--- config.mk ---
export PLATFORM = sky130hd
export DESIGN_NAME = pv_code_reg
export DESIGN_NICKNAME = d
export VERILOG_FILES = /design/src/rtl/pvc_pkg.sv /design/src/rtl/pvc_code_regs.sv /design/src/rtl/pvc_fsm.sv /design/src/rtl/pvc_readout.sv /design/src/rtl/pv_code_reg.sv
export SDC_FILE = /design/constraint.sdc
export NUM_CORES = 1
export LEC_CHECK = 0
export CORE_ASPECT_RATIO = 0.75
export CORE_MARGIN = 10
export CORE_UTILIZATION = 48
export CTS_CLUSTER_DIAMETER = 50
export DETAILED_ROUTE_END_ITERATION = 10
export GPL_TIMING_DRIVEN = 0
export PLACE_DENSITY_LB_ADDON = 0.15
export SLEW_MARGIN = 20
export SYNTH_ARGS = -nofsm -noshare
export SYNTH_HDL_FRONTEND = slang
export SYNTH_SLANG_ARGS = --single-unit
--- constraint.sdc ---
create_clock -name clk -period 2.7 [get_ports clk]
set_clock_uncertainty 0.1 [all_clocks]
set_input_delay 0.405 -clock clk [delete_from_list [all_inputs] [get_ports clk]]
set_output_delay 0.405 -clock clk [all_outputs]
set_load 0.01 [all_outputs]
--- src/rtl/pvc_pkg.sv ---
package pvc_pkg;
    typedef enum logic [1:0] {
        ST_IDLE = 2'd0,
        ST_PROG = 2'd1,
        ST_DONE = 2'd2,
        ST_FAIL = 2'd3
    } pv_state_t;
endpackage

--- src/rtl/pvc_code_regs.sv ---
module pvc_code_regs #(
    parameter int CODE_W  = 5,
    parameter int SENSE_W = 8
) (
    input  logic               clk,
    input  logic               rst_n,
    input  logic               load_i,
    input  logic [CODE_W-1:0]  code_i,
    input  logic               xfer_i,
    input  logic               cnt_i,
    output logic [SENSE_W-1:0] work_o
);
    localparam int PAD_W = SENSE_W - CODE_W;
    localparam logic [PAD_W-1:0] CENTER = PAD_W'(1) << (PAD_W - 1);

    logic [CODE_W-1:0] hold_q;
    logic [SENSE_W-1:0] work_q;

    always_ff @(posedge clk or negedge rst_n) begin
        if (!rst_n) begin
            hold_q <= '0;
            work_q <= '0;
        end else if (load_i) begin
            hold_q <= code_i;
        end else if (xfer_i) begin
            work_q <= {hold_q, CENTER};
            hold_q <= work_q[SENSE_W-1 -: CODE_W];
        end else if (cnt_i) begin
            work_q <= work_q + 1'b1;
        end
    end

    assign work_o = work_q;
endmodule

--- src/rtl/pvc_fsm.sv ---
module pvc_fsm
    import pvc_pkg::*;
#(
    parameter int MAX_STEPS = 6
) (
    input  logic      clk,
    input  logic      rst_n,
    input  logic      clr_i,
    input  logic      start_i,
    input  logic      vld_i,
    input  logic      pass_i,
    output pv_state_t state_o,
    output logic      inhibit_o,
    output logic      done_o,
    output logic      fail_o
);
    localparam int STEP_W = $clog2(MAX_STEPS + 1);
    localparam logic [STEP_W-1:0] LAST = STEP_W'(MAX_STEPS - 1);

    pv_state_t state_q, state_d;
    logic [STEP_W-1:0] steps_q, steps_d;

    always_comb begin
        state_d = state_q;
        steps_d = steps_q;
        if (clr_i) begin
            state_d = ST_IDLE;
            steps_d = '0;
        end else begin
            unique case (state_q)
                ST_IDLE: if (start_i) begin
                    state_d = ST_PROG;
                    steps_d = '0;
                end
                ST_PROG: if (vld_i) begin
                    if (pass_i) begin
                        state_d = ST_DONE;
                    end else if (steps_q == LAST) begin
                        state_d = ST_FAIL;
                    end else begin
                        steps_d = steps_q + 1'b1;
                    end
                end
                ST_DONE: state_d = ST_DONE;
                ST_FAIL: state_d = ST_FAIL;
                default: state_d = ST_IDLE;
            endcase
        end
    end

    always_ff @(posedge clk or negedge rst_n) begin
        if (!rst_n) begin
            state_q <= ST_IDLE;
            steps_q <= '0;
        end else begin
            state_q <= state_d;
            steps_q <= steps_d;
        end
    end

    always_comb begin
        inhibit_o = 1'b0;
        done_o    = 1'b0;
        fail_o    = 1'b0;
        unique case (state_q)
            ST_IDLE: ;
            ST_PROG: ;
            ST_DONE: begin
                inhibit_o = 1'b1;
                done_o    = 1'b1;
            end
            ST_FAIL: begin
                inhibit_o = 1'b1;
                fail_o    = 1'b1;
            end
            default: ;
        endcase
    end

    assign state_o = state_q;
endmodule

--- src/rtl/pvc_readout.sv ---
module pvc_readout #(
    parameter int CODE_W = 5
) (
    input  logic              clk,
    input  logic              rst_n,
    input  logic              cap_i,
    input  logic [CODE_W-1:0] upper_i,
    input  logic              sel_i,
    input  logic              rd_en_i,
    output logic [CODE_W-1:0] bus_rdata_o,
    output logic              bus_oe_o
);
    logic [CODE_W-1:0] code_q;

    always_ff @(posedge clk or negedge rst_n) begin
        if (!rst_n) begin
            code_q <= '0;
        end else if (cap_i) begin
            code_q <= upper_i;
        end
    end

    assign bus_oe_o    = sel_i & rd_en_i;
    assign bus_rdata_o = bus_oe_o ? code_q : '0;
endmodule

--- src/rtl/pv_code_reg.sv ---
module pv_code_reg
    import pvc_pkg::*;
#(
    parameter int CODE_W    = 5,
    parameter int SENSE_W   = 8,
    parameter int COL_W     = 4,
    parameter int COL_ID    = 5,
    parameter int MAX_STEPS = 6
) (
    input  logic               clk,
    input  logic               rst_n,
    input  logic               store_i,
    input  logic               xfer_i,
    input  logic               count_i,
    input  logic               addr_en_i,
    input  logic [COL_W-1:0]   col_addr_i,
    input  logic               rd_en_i,
    input  logic [CODE_W-1:0]  bus_wdata_i,
    output logic [CODE_W-1:0]  bus_rdata_o,
    output logic               bus_oe_o,
    input  logic [SENSE_W-1:0] sense_i,
    input  logic               sense_vld_i,
    output logic [SENSE_W-1:0] work_o,
    output logic               inhibit_o,
    output logic               done_o,
    output logic               fail_o
);
    localparam logic [COL_W-1:0] MY_COL = COL_W'(COL_ID);

    pv_state_t state;
    logic sel, load, idle, pass;

    assign sel  = addr_en_i && (col_addr_i == MY_COL);
    assign load = store_i && sel;
    assign idle = (state == ST_IDLE);
    assign pass = (sense_i >= work_o);

    pvc_code_regs #(.CODE_W(CODE_W), .SENSE_W(SENSE_W)) u_regs (
        .clk    (clk),
        .rst_n  (rst_n),
        .load_i (load),
        .code_i (bus_wdata_i),
        .xfer_i (xfer_i),
        .cnt_i  (count_i && idle),
        .work_o (work_o)
    );

    pvc_fsm #(.MAX_STEPS(MAX_STEPS)) u_fsm (
        .clk       (clk),
        .rst_n     (rst_n),
        .clr_i     (load),
        .start_i   (xfer_i),
        .vld_i     (sense_vld_i),
        .pass_i    (pass),
        .state_o   (state),
        .inhibit_o (inhibit_o),
        .done_o    (done_o),
        .fail_o    (fail_o)
    );

    pvc_readout #(.CODE_W(CODE_W)) u_rd (
        .clk         (clk),
        .rst_n       (rst_n),
        .cap_i       (sense_vld_i && idle && !load),
        .upper_i     (sense_i[SENSE_W-1 -: CODE_W]),
        .sel_i       (sel),
        .rd_en_i     (rd_en_i),
        .bus_rdata_o (bus_rdata_o),
        .bus_oe_o    (bus_oe_o)
    );
endmodule

==> flow_summary.toml <==
[grt]
antenna_found_initial = 0
first_global_vias = 1428
grt-ovfl-total = 0
grt.total_usage = 0.143
grt_pass1_wl_um = 6900
grt_max_degree = 24

[synth]
synthFlopType = "dfrtp_1"
ys_seq_area_frac = 0.378
synth_seq_cells = 23
ys_async_sr_fraction = 1.00
syn_nets = 195
ys_types = 44
syn_area_um2 = 1520
synthCells = 159
synth-warning-count = 0
syn_area_per_cell_um2 = 9.58
synth_edf_count = 0

[critical_path]
crit_top_cell = "clkdlybuf4s50_1"
cp.required_ns = 2.19
crit_type = "in2out"
ff2ff_setup_slack_ns = 0.44
end_kind = "output pin"
arrival_ns = 2.02
path_cells = "clkdlybuf4s50_1, and4bb_1, nand3_1, inv_1, and2_1, clkdlybuf4s50_1"
slowest_stage = "clkdlybuf4s50_1"
crit_path_max_fanout = 6
cp_slowest_stage_delay_ns = 0.55
start_kind = "input pin"

[sta]
fmax_ghz = 0.397
hold_viol_final = 0
worst_pin_slew_ns = 0.539
max_slew_margin = 0.641
period_share = 0.934
hold_slack_ns = 0.0102
final_max_slew_viol_count = 0
rsz0062_at_grt = "no"
setup_tns_ns = 0
min_period_ns = 2.52
finalSetupViolations = 0

[routing]
wl_um = 4110
wire_per_inst_um = 17.0
via_per_inst = 5.84
firstDrtPassIters = 4
drt_iter0_markers = 131
drc_errors = 0
antenna_left = 0
via_count = 1408

[clocking]
cts.path.max_buffers = 2
cts_buffers = 3
cts_tree = "done"
clkTransAtPathRegs_ns = 0.09
cts_resized = 0
cts_sinks = 23
clk-insertion-delay-late_ns = 0.26
hold_buffers = 0
clockRootBuffer = "clkbuf_8"
htreeDepth = 1
post_cts_buffers = 0

[die]
coreArea_um2 = 3000
die_h_um = 68.8
rows = 17
ioPinCount = 42
dieArea_um2 = 5850
start_util = 0.508
die_w_um = 85.1

[layout]
flow.area_growth_from_synthesis_pct = 32.1
layout.nets = 240
diodes = 0
drive_above_1_share = 0.108
post-route-util = 0.671

[worst_hold_path]
hold_class = "in2async"

[place]
gp_congestion = 0.885
hpwl_um = 3230
io_buffers = 40

[pwr]
ir_worst_vdd_v = 0.000352
fin_total_pwr_mw = 1.23
p_leak_nw = 0.871
pwr_density_cell_nw_per_um2 = 613

[status]
status = "finished clean"

[flow_run]
drv_cap = 0
## cell usage in the layout (no fill, tap or decap), drive strengths merged, types with 4 or more instances in the layout
master and n:
a21oi 11, a31oi 4, and2 6, buf 6
clkbuf 6, clkdlybuf4s50 39, dfrtp 23, ha 11
inv 11, mux2 5, mux2i 7, nand2 14
nand3 6, nor2 7, nor3 5, o21ai 14
## kinds of logic (layout without fill, tap and decap cells)
| group | Yosys count | count (layout) | synth area share |
|---|---|---|---|
| AOI/OAI and AO/OA | 44 | 44 | 0.192 |
| adders and majority gates | 11 | 11 | 0.0903 |
| buffers and inverters | 19 | 63 | 0.0665 |
| DFF | 23 | 23 | 0.378 |
| muxes | 12 | 12 | 0.0829 |
| and+or+nand+nor | 50 | 50 | 0.190 |
## stage by stage
| step | cell area [µm²] | instances | setup slack (ns) |
|---|---|---|---|
| finish | 2010 | 241 | 0.179 |
| global placement | 1970 | 237 | 0.184 |
| global route | 2010 | 241 | 0.0553 |
| CTS | 2020 | 241 | 0.146 |
| floorplan | 1520 | 159 | 0.621 |
| detailed placement | 1970 | 237 | 0.154 |
## synth_stat cells, types with 4 or more instances
library cell	number	share of area
nand2_1	13	0.032
nor2_1	7	0.017
ha_1	11	0.090
and2_1	5	0.021
dfrtp_1	23	0.38
nand3_1	6	0.020
mux2_2	5	0.037
nor3_1	4	0.013
o21ai_0	13	0.043
a31oi_1	4	0.016
a21oi_1	10	0.033
mux2i_1	7	0.046
inv_1	11	0.027
## final cells by class
| type | instances | area [µm²] |
|---|---|---|
| well taps | 38 | 47.5 |
| flip-flops and latches | 23 | 576 |
| repair buffers | 40 | 395 |
| fillers | 229 | 986 |
| inverters | 11 | 41.3 |
| clock buffers | 3 | 41.3 |
| clock inverters | 1 | 5.00 |
| multi-input cells | 117 | 847 |
| plain buffers | 8 | 60.1 |
## where the power goes
group	total [mW]	switching [mW]	internal (mW)	leakage, nW
clock network	0.215	0.112	0.103	0.0255
registers	0.536	0.0892	0.447	0.288
logic	0.483	0.221	0.262	0.558
## layer usage
metal / routed length (µm) / GRT usage
met1: 1700 / 0.162
met2: 2120 / 0.263
met3: 258 / 0.0457
met4: 31 / 0.0246
met5: 0 / 0
## path summary, 6_finish.rpt
check / end / start / cells past startpoint
max: bus_rdata_o[2] / col_addr_i[1] / 6
min: u_rd.code_q[3] / rst_n / 1
max reg2reg: u_fsm.steps_q[2] / u_regs.work_o[3] / 7
min reg2reg: u_fsm.steps_q[2] / u_fsm.steps_q[2] / 1
max in group asynchronous: u_fsm.steps_q[0] / rst_n / 1
min in group clk: u_fsm.steps_q[2] / u_fsm.steps_q[2] / 1
## worst max-delay path: cells and delay by family
kind | cells | cell delay (ns)
buf+inv | 3 | 1.08
simple gates | 3 | 0.53
## flip-flops by register name, indices dropped and copies added (netlist names)
signal         flops
u_regs.work_o      8
u_rd.code_q        5
u_fsm.steps_q      3
u_regs.hold_q      5
u_fsm.state_o      2
(Power assumes the default switching activity.)
